## src/rtl/irq_prio_pkg.sv

```systemverilog
`timescale 1ns/1ps
package irq_prio_pkg;
  localparam int NUM_SRC = 13;
  localparam int CODE_W  = $clog2(NUM_SRC);

  typedef enum logic [CODE_W-1:0] {
    SRC_RST   = 4'd0,
    SRC_MCK   = 4'd1,
    SRC_HDEC  = 4'd2,
    SRC_EXT   = 4'd3,
    SRC_CEXT  = 4'd4,
    SRC_WDT   = 4'd5,
    SRC_CDB   = 4'd6,
    SRC_FIT   = 4'd7,
    SRC_PIT   = 4'd8,
    SRC_DEC   = 4'd9,
    SRC_DB    = 4'd10,
    SRC_PERF  = 4'd11,
    SRC_THERM = 4'd12
  } src_e;

  typedef enum logic [2:0] {
    MSG_DB_SET  = 3'd0,
    MSG_DB_CLR  = 3'd1,
    MSG_CDB_SET = 3'd2,
    MSG_CDB_CLR = 3'd3
  } msg_e;
endpackage

```

## src/rtl/irq_pend_reg.sv

```systemverilog
`timescale 1ns/1ps
module irq_pend_reg #(
  parameter int N = 13
) (
  input  logic         clk,
  input  logic         rst_n,
  input  logic [N-1:0] set_i,
  input  logic [N-1:0] clr_i,
  output logic [N-1:0] pend_o
);
  logic [N-1:0] pend_d;
  logic         upd_en;

  // set has precedence over clear
  always_comb begin
    pend_d = (pend_o & ~clr_i) | set_i;
    upd_en = (|set_i) | (|clr_i);
  end

  always_ff @(posedge clk or negedge rst_n) begin
    if (!rst_n) begin
      pend_o <= '0;
    end else if (upd_en) begin
      pend_o <= pend_d;
    end
  end
endmodule

```

## src/rtl/irq_gate.sv

```systemverilog
`timescale 1ns/1ps
module irq_gate
  import irq_prio_pkg::*;
#(
  parameter bit HAS_HV = 1'b1
) (
  input  logic               ee_i,
  input  logic               ce_i,
  input  logic               hv_i,
  input  logic               hdec_en_i,
  input  logic               ext_route_i,
  input  logic               dec_clr_cfg_i,
  output logic [NUM_SRC-1:0] elig_o,
  output logic [NUM_SRC-1:0] auto_clr_o
);
  localparam logic HV_CAP = HAS_HV;

  always_comb begin
    elig_o             = {NUM_SRC{ee_i}};
    elig_o[SRC_RST]    = 1'b1;
    elig_o[SRC_MCK]    = 1'b1;
    elig_o[SRC_HDEC]   = hdec_en_i & (ee_i | ~hv_i);
    elig_o[SRC_EXT]    = ee_i | (HV_CAP & ~hv_i & ~ext_route_i);
    elig_o[SRC_CEXT]   = ce_i;

    auto_clr_o           = '1;
    auto_clr_o[SRC_EXT]  = 1'b0;
    auto_clr_o[SRC_CEXT] = 1'b0;
    auto_clr_o[SRC_DEC]  = dec_clr_cfg_i;
  end
endmodule

```

## src/rtl/irq_pick.sv

```systemverilog
`timescale 1ns/1ps
module irq_pick #(
  parameter int N = 13,
  parameter int W = $clog2(N)
) (
  input  logic [N-1:0] cand_i,
  output logic         valid_o,
  output logic [N-1:0] sel_o,
  output logic [W-1:0] idx_o
);
  logic [N:0] seen;
  assign seen[0] = 1'b0;

  genvar gi;
  generate
    for (gi = 0; gi < N; gi++) begin : g_chain
      assign sel_o[gi]    = cand_i[gi] & ~seen[gi];
      assign seen[gi + 1] = seen[gi] | cand_i[gi];
    end
  endgenerate

  assign valid_o = seen[N];

  always_comb begin
    idx_o = '0;
    for (int i = 0; i < N; i++) begin
      if (sel_o[i]) idx_o = idx_o | W'(i);
    end
  end
endmodule

```

## src/rtl/irq_msg_dec.sv

```systemverilog
`timescale 1ns/1ps
module irq_msg_dec
  import irq_prio_pkg::*;
#(
  parameter int ID_W = 4
) (
  input  logic               msg_valid_i,
  input  logic [2:0]         msg_type_i,
  input  logic               msg_bcast_i,
  input  logic [ID_W-1:0]    msg_tag_i,
  input  logic [ID_W-1:0]    core_id_i,
  output logic [NUM_SRC-1:0] set_o,
  output logic [NUM_SRC-1:0] clr_o
);
  logic hit;

  always_comb begin
    hit   = msg_valid_i & (msg_bcast_i | (msg_tag_i == core_id_i));
    set_o = '0;
    clr_o = '0;
    case (msg_e'(msg_type_i))
      MSG_DB_SET:  set_o[SRC_DB]  = hit;
      MSG_DB_CLR:  clr_o[SRC_DB]  = hit;
      MSG_CDB_SET: set_o[SRC_CDB] = hit;
      MSG_CDB_CLR: clr_o[SRC_CDB] = hit;
      default: ;
    endcase
  end
endmodule

```

## src/rtl/irq_prio_sel.sv

```systemverilog
`timescale 1ns/1ps
module irq_prio_sel
  import irq_prio_pkg::*;
#(
  parameter int ID_W   = 4,
  parameter bit HAS_HV = 1'b1
) (
  input  logic               clk,
  input  logic               rst_n,
  input  logic [NUM_SRC-1:0] req_i,
  input  logic [NUM_SRC-1:0] req_clr_i,
  input  logic               ee_i,
  input  logic               ce_i,
  input  logic               hv_i,
  input  logic               hdec_en_i,
  input  logic               ext_route_i,
  input  logic               dec_clr_cfg_i,
  input  logic               pwr_save_i,
  input  logic [ID_W-1:0]    core_id_i,
  input  logic               msg_valid_i,
  input  logic [2:0]         msg_type_i,
  input  logic               msg_bcast_i,
  input  logic [ID_W-1:0]    msg_tag_i,
  input  logic               irq_ready_i,
  output logic               irq_valid_o,
  output logic [CODE_W-1:0]  irq_code_o
);
  logic [NUM_SRC-1:0] pend_q;
  logic [NUM_SRC-1:0] elig, auto_clr, cand, sel;
  logic [NUM_SRC-1:0] msg_set, msg_clr, pwr_clr, dlv_clr;
  logic [NUM_SRC-1:0] set_all, clr_all;
  logic               accept;

  irq_gate #(.HAS_HV(HAS_HV)) u_gate (
    .ee_i          (ee_i),
    .ce_i          (ce_i),
    .hv_i          (hv_i),
    .hdec_en_i     (hdec_en_i),
    .ext_route_i   (ext_route_i),
    .dec_clr_cfg_i (dec_clr_cfg_i),
    .elig_o        (elig),
    .auto_clr_o    (auto_clr)
  );

  assign cand = pend_q & elig;

  irq_pick #(.N(NUM_SRC), .W(CODE_W)) u_pick (
    .cand_i  (cand),
    .valid_o (irq_valid_o),
    .sel_o   (sel),
    .idx_o   (irq_code_o)
  );

  irq_msg_dec #(.ID_W(ID_W)) u_msg (
    .msg_valid_i (msg_valid_i),
    .msg_type_i  (msg_type_i),
    .msg_bcast_i (msg_bcast_i),
    .msg_tag_i   (msg_tag_i),
    .core_id_i   (core_id_i),
    .set_o       (msg_set),
    .clr_o       (msg_clr)
  );

  always_comb begin
    accept            = irq_valid_o & irq_ready_i;
    dlv_clr           = accept ? (sel & auto_clr) : '0;
    pwr_clr           = '0;
    pwr_clr[SRC_HDEC] = pwr_save_i;
    set_all           = req_i | msg_set;
    clr_all           = req_clr_i | msg_clr | dlv_clr | pwr_clr;
  end

  irq_pend_reg #(.N(NUM_SRC)) u_pend (
    .clk    (clk),
    .rst_n  (rst_n),
    .set_i  (set_all),
    .clr_i  (clr_all),
    .pend_o (pend_q)
  );
endmodule

```

## config.mk

```make
export PLATFORM = sky130hd
export DESIGN_NAME = irq_prio_sel
export DESIGN_NICKNAME = d
export VERILOG_FILES = /design/src/rtl/irq_prio_pkg.sv /design/src/rtl/irq_pend_reg.sv /design/src/rtl/irq_gate.sv /design/src/rtl/irq_pick.sv /design/src/rtl/irq_msg_dec.sv /design/src/rtl/irq_prio_sel.sv
export SDC_FILE = /design/constraint.sdc
export NUM_CORES = 1
export LEC_CHECK = 0
export BUFFER_PORTS_ARGS = -buffer_cell sky130_fd_sc_hd__buf_2
export CAP_MARGIN = 20
export CORE_MARGIN = 3
export CORE_UTILIZATION = 54
export CTS_CLUSTER_DIAMETER = 40
export DETAILED_ROUTE_END_ITERATION = 12
export PLACE_DENSITY = 0.95
export SYNTH_ARGS = -nofsm -noshare
export SYNTH_HDL_FRONTEND = slang
export SYNTH_HIERARCHICAL = 1
export SYNTH_SLANG_ARGS = --single-unit
```

## constraint.sdc

```tcl
create_clock -name clk -period 6.35 [get_ports clk]
set_input_delay 0 -clock clk [delete_from_list [all_inputs] [get_ports clk]]
set_output_delay 0 -clock clk [all_outputs]
set_load 0.03 [all_outputs]
```

==> metrics.cfg <==
[grt]
grt_pass1_vias=1307
grt_use_total=0.1931
grt_max_degree=14
grt_pass1_wl_um=5106
antenna_found_initial=0
gr-total-overflow=0

[setup_path]
path_cells=and2_1 > nor4_4 > nand3_2 > nand2b_1 > and2_4 > a311o_2 > inv_1 > a21o_1
cp.arrival_ns=2.57
start_kind=register
slowest_stage=nor4_4
r2r_slack_ns=4.01
critPathKind=register to register
cpPeakStageDelay_ns=0.43
required_ns=6.58
end_kind=register
critPathMaxFanout=12

[cts]
post-cts-setup-buffers=0
h-tree-depth=1
ctsRootBufferMaster=clkbuf_4
cts_tree=built
clkTransAtPathRegs_ns=0.09
cts.sinks=13
clkLatencyLatePin_ns=0.28
cts_buffers=3
clock_path_buffers=2

[route]
ant_nets=0
viasPerCell=4.784
drt-pass1-iter-count=4
first_iter_violations=42
drc=0
wl_um=3161
route.vias.total=1287
drt-wirelength-per-cell_um=11.75

[final_layout]
area_delta_synth_final_pct=14.94
n_antenna_cell=0
seq_area_um2=325.3
largest_reg_flops=13
mostFrequentLayoutCell=buf_2
drive_above_1_share=0.3347
top_regs=u_pend/pend_o x13
n_fill_cell=234
nNetsFinal=289
multi_input_comb_area_um2=907.1
final_cell_mix=buf_2, conb_1, inv_1
regMostFlops=u_pend/pend_o

[synth]
ys.flop_type=dfrtp_1
synthesis.area_um2=1533
synth_top_area_frac=0.2302
synth-xor-area-share=0.02286
netlist_top_cells_area=buf_4, dfrtp_1, a311o_1
synth_top_family_by_area=simple AND/OR/NAND/NOR gates
synth_compound_area_frac=0.1959
syn_inst=183
yosys_warnings=6
ys_seq_area_frac=0.2122
yosys.area_share.simple=0.2849
synth-edff-count=0
yosysTopAreaCell=buf_4
synth_cell_types=36
synthArstFlopShare=1.000
ys_seq_elements=13
synthMuxAreaShare=0
synthAdderAreaFrac=0
syn_avg_cell_area_um2=8.376

[status]
outcome=finished clean

[timing]
fmax_ghz=0.4276
period_share=0.3683
rsz0062_at_grt=false
fin_crit_ns=2.339
fin_skew_ns=0.006071
setup_violations=0
hold_violations=0
final_max_slew_viol_count=0
setup-tns-final_ns=0
timing.hold.ws_ns=0.09859

[job]
drv_cap=0

[floorplanning]
die_area_um2=3514
die_h_um=59.28
io_pins=54
core_um2=2590
chipWidth_um=59.28
rows=18
start_util=0.5918

[pwr]
ir_drop_v=0.0001406
p_leak_nw=0.9004
powerDensity_nw_per_um2=126.6

[placed_design]
gp_congestion=0.8858
port_buffers=53
hpwl_um=2474

[worst_hold_path]
hp-class=primary input to register

## per-stage QoR
stage | std cells | util | instance area (µm²) | power [mW] | setup slack, ns
final | 269 | 0.6802 | 1762 | 0.2230 | 4.011
after global routing | 269 | 0.6802 | 1762 | 0.2397 | 3.879
after CTS | 269 | 0.6802 | 1762 | 0.2222 | 4.024
after detailed placement | 251 | 0.6159 | 1595 | 0.1634 | 4.047
after global placement | 251 | 0.6159 | 1595 | 0.1605 | 4.172
after floorplan | 216 | - | 1657 | 0.1580 | 3.976
## kinds of logic after synthesis
group,Yosys count
and+or+nand+nor,66
DFF,13
xor gates and xnor gates,4
AOI/OAI and AO/OA,33
other,3
buffers and inverters,64
## final timing paths
| check | start | endpoint | cells past startpoint |
|---|---|---|---|
| setup / recovery | u_pend/pend_o[1] | u_pend/pend_o[0] | 8 |
| hold / removal | pwr_save_i | u_pend/pend_o[2] | 5 |
| setup reg to reg | u_pend/pend_o[1] | u_pend/pend_o[0] | 8 |
| hold reg to reg | u_pend/pend_o[3] | u_pend/pend_o[3] | 1 |
| max in group asynchronous | rst_n | u_pend/pend_o[6] | 2 |
| min in group asynchronous | rst_n | u_pend/pend_o[0] | 2 |
## critical path, delay by kind of cell (launching register included)
| family | cells | cell delay [ns] |
|---|---|---|
| compound gates | 2 | 0.50 |
| buf+inv | 1 | 0.05 |
| flops | 1 | 0.39 |
| simple gates | 5 | 1.34 |
## final cells by class
class | count | share of cell area
Multi-Input combinational cell | 139 | 0.5149
Timing Repair Buffer | 67 | 0.2301
Sequential cell | 13 | 0.1847
Inverter | 16 | 0.03409
Tap cell | 30 | 0.02131
Clock buffer | 4 | 0.01491
## layer usage
layer  vias to the layer above  global-route usage  wire (µm)
met5                         -                   0          0
met4                         0             0.09061         72
met3                         6             0.03050        200
met2                        44              0.3760       1635
met1                       579              0.1949       1253
li1                        658                   -          -
## synth_stat cells (all sizes together) (3+ instances only)
master and instances:
or2 13, nor4 4, dfrtp 13, a311o 12
conb 3, nor3b 4, nand2 3, nand2b 3
nor2 11, buf 48, xnor2 4, a21o 13
and2 15, nor4b 3, inv 16
## power by group
part | switching, mW | internal [mW]
registers | 0.00235 | 0.0875
logic | 0.0390 | 0.0402
clock network | 0.0294 | 0.0244
## repair_timing
item | 4_1_cts | 5_1_grt
hold endpoints to repair | 26 | 0
hold buffers | 14 | 0
gates resized for setup | 0 | 0
Note: power is estimated with default switching activity, not from simulation.
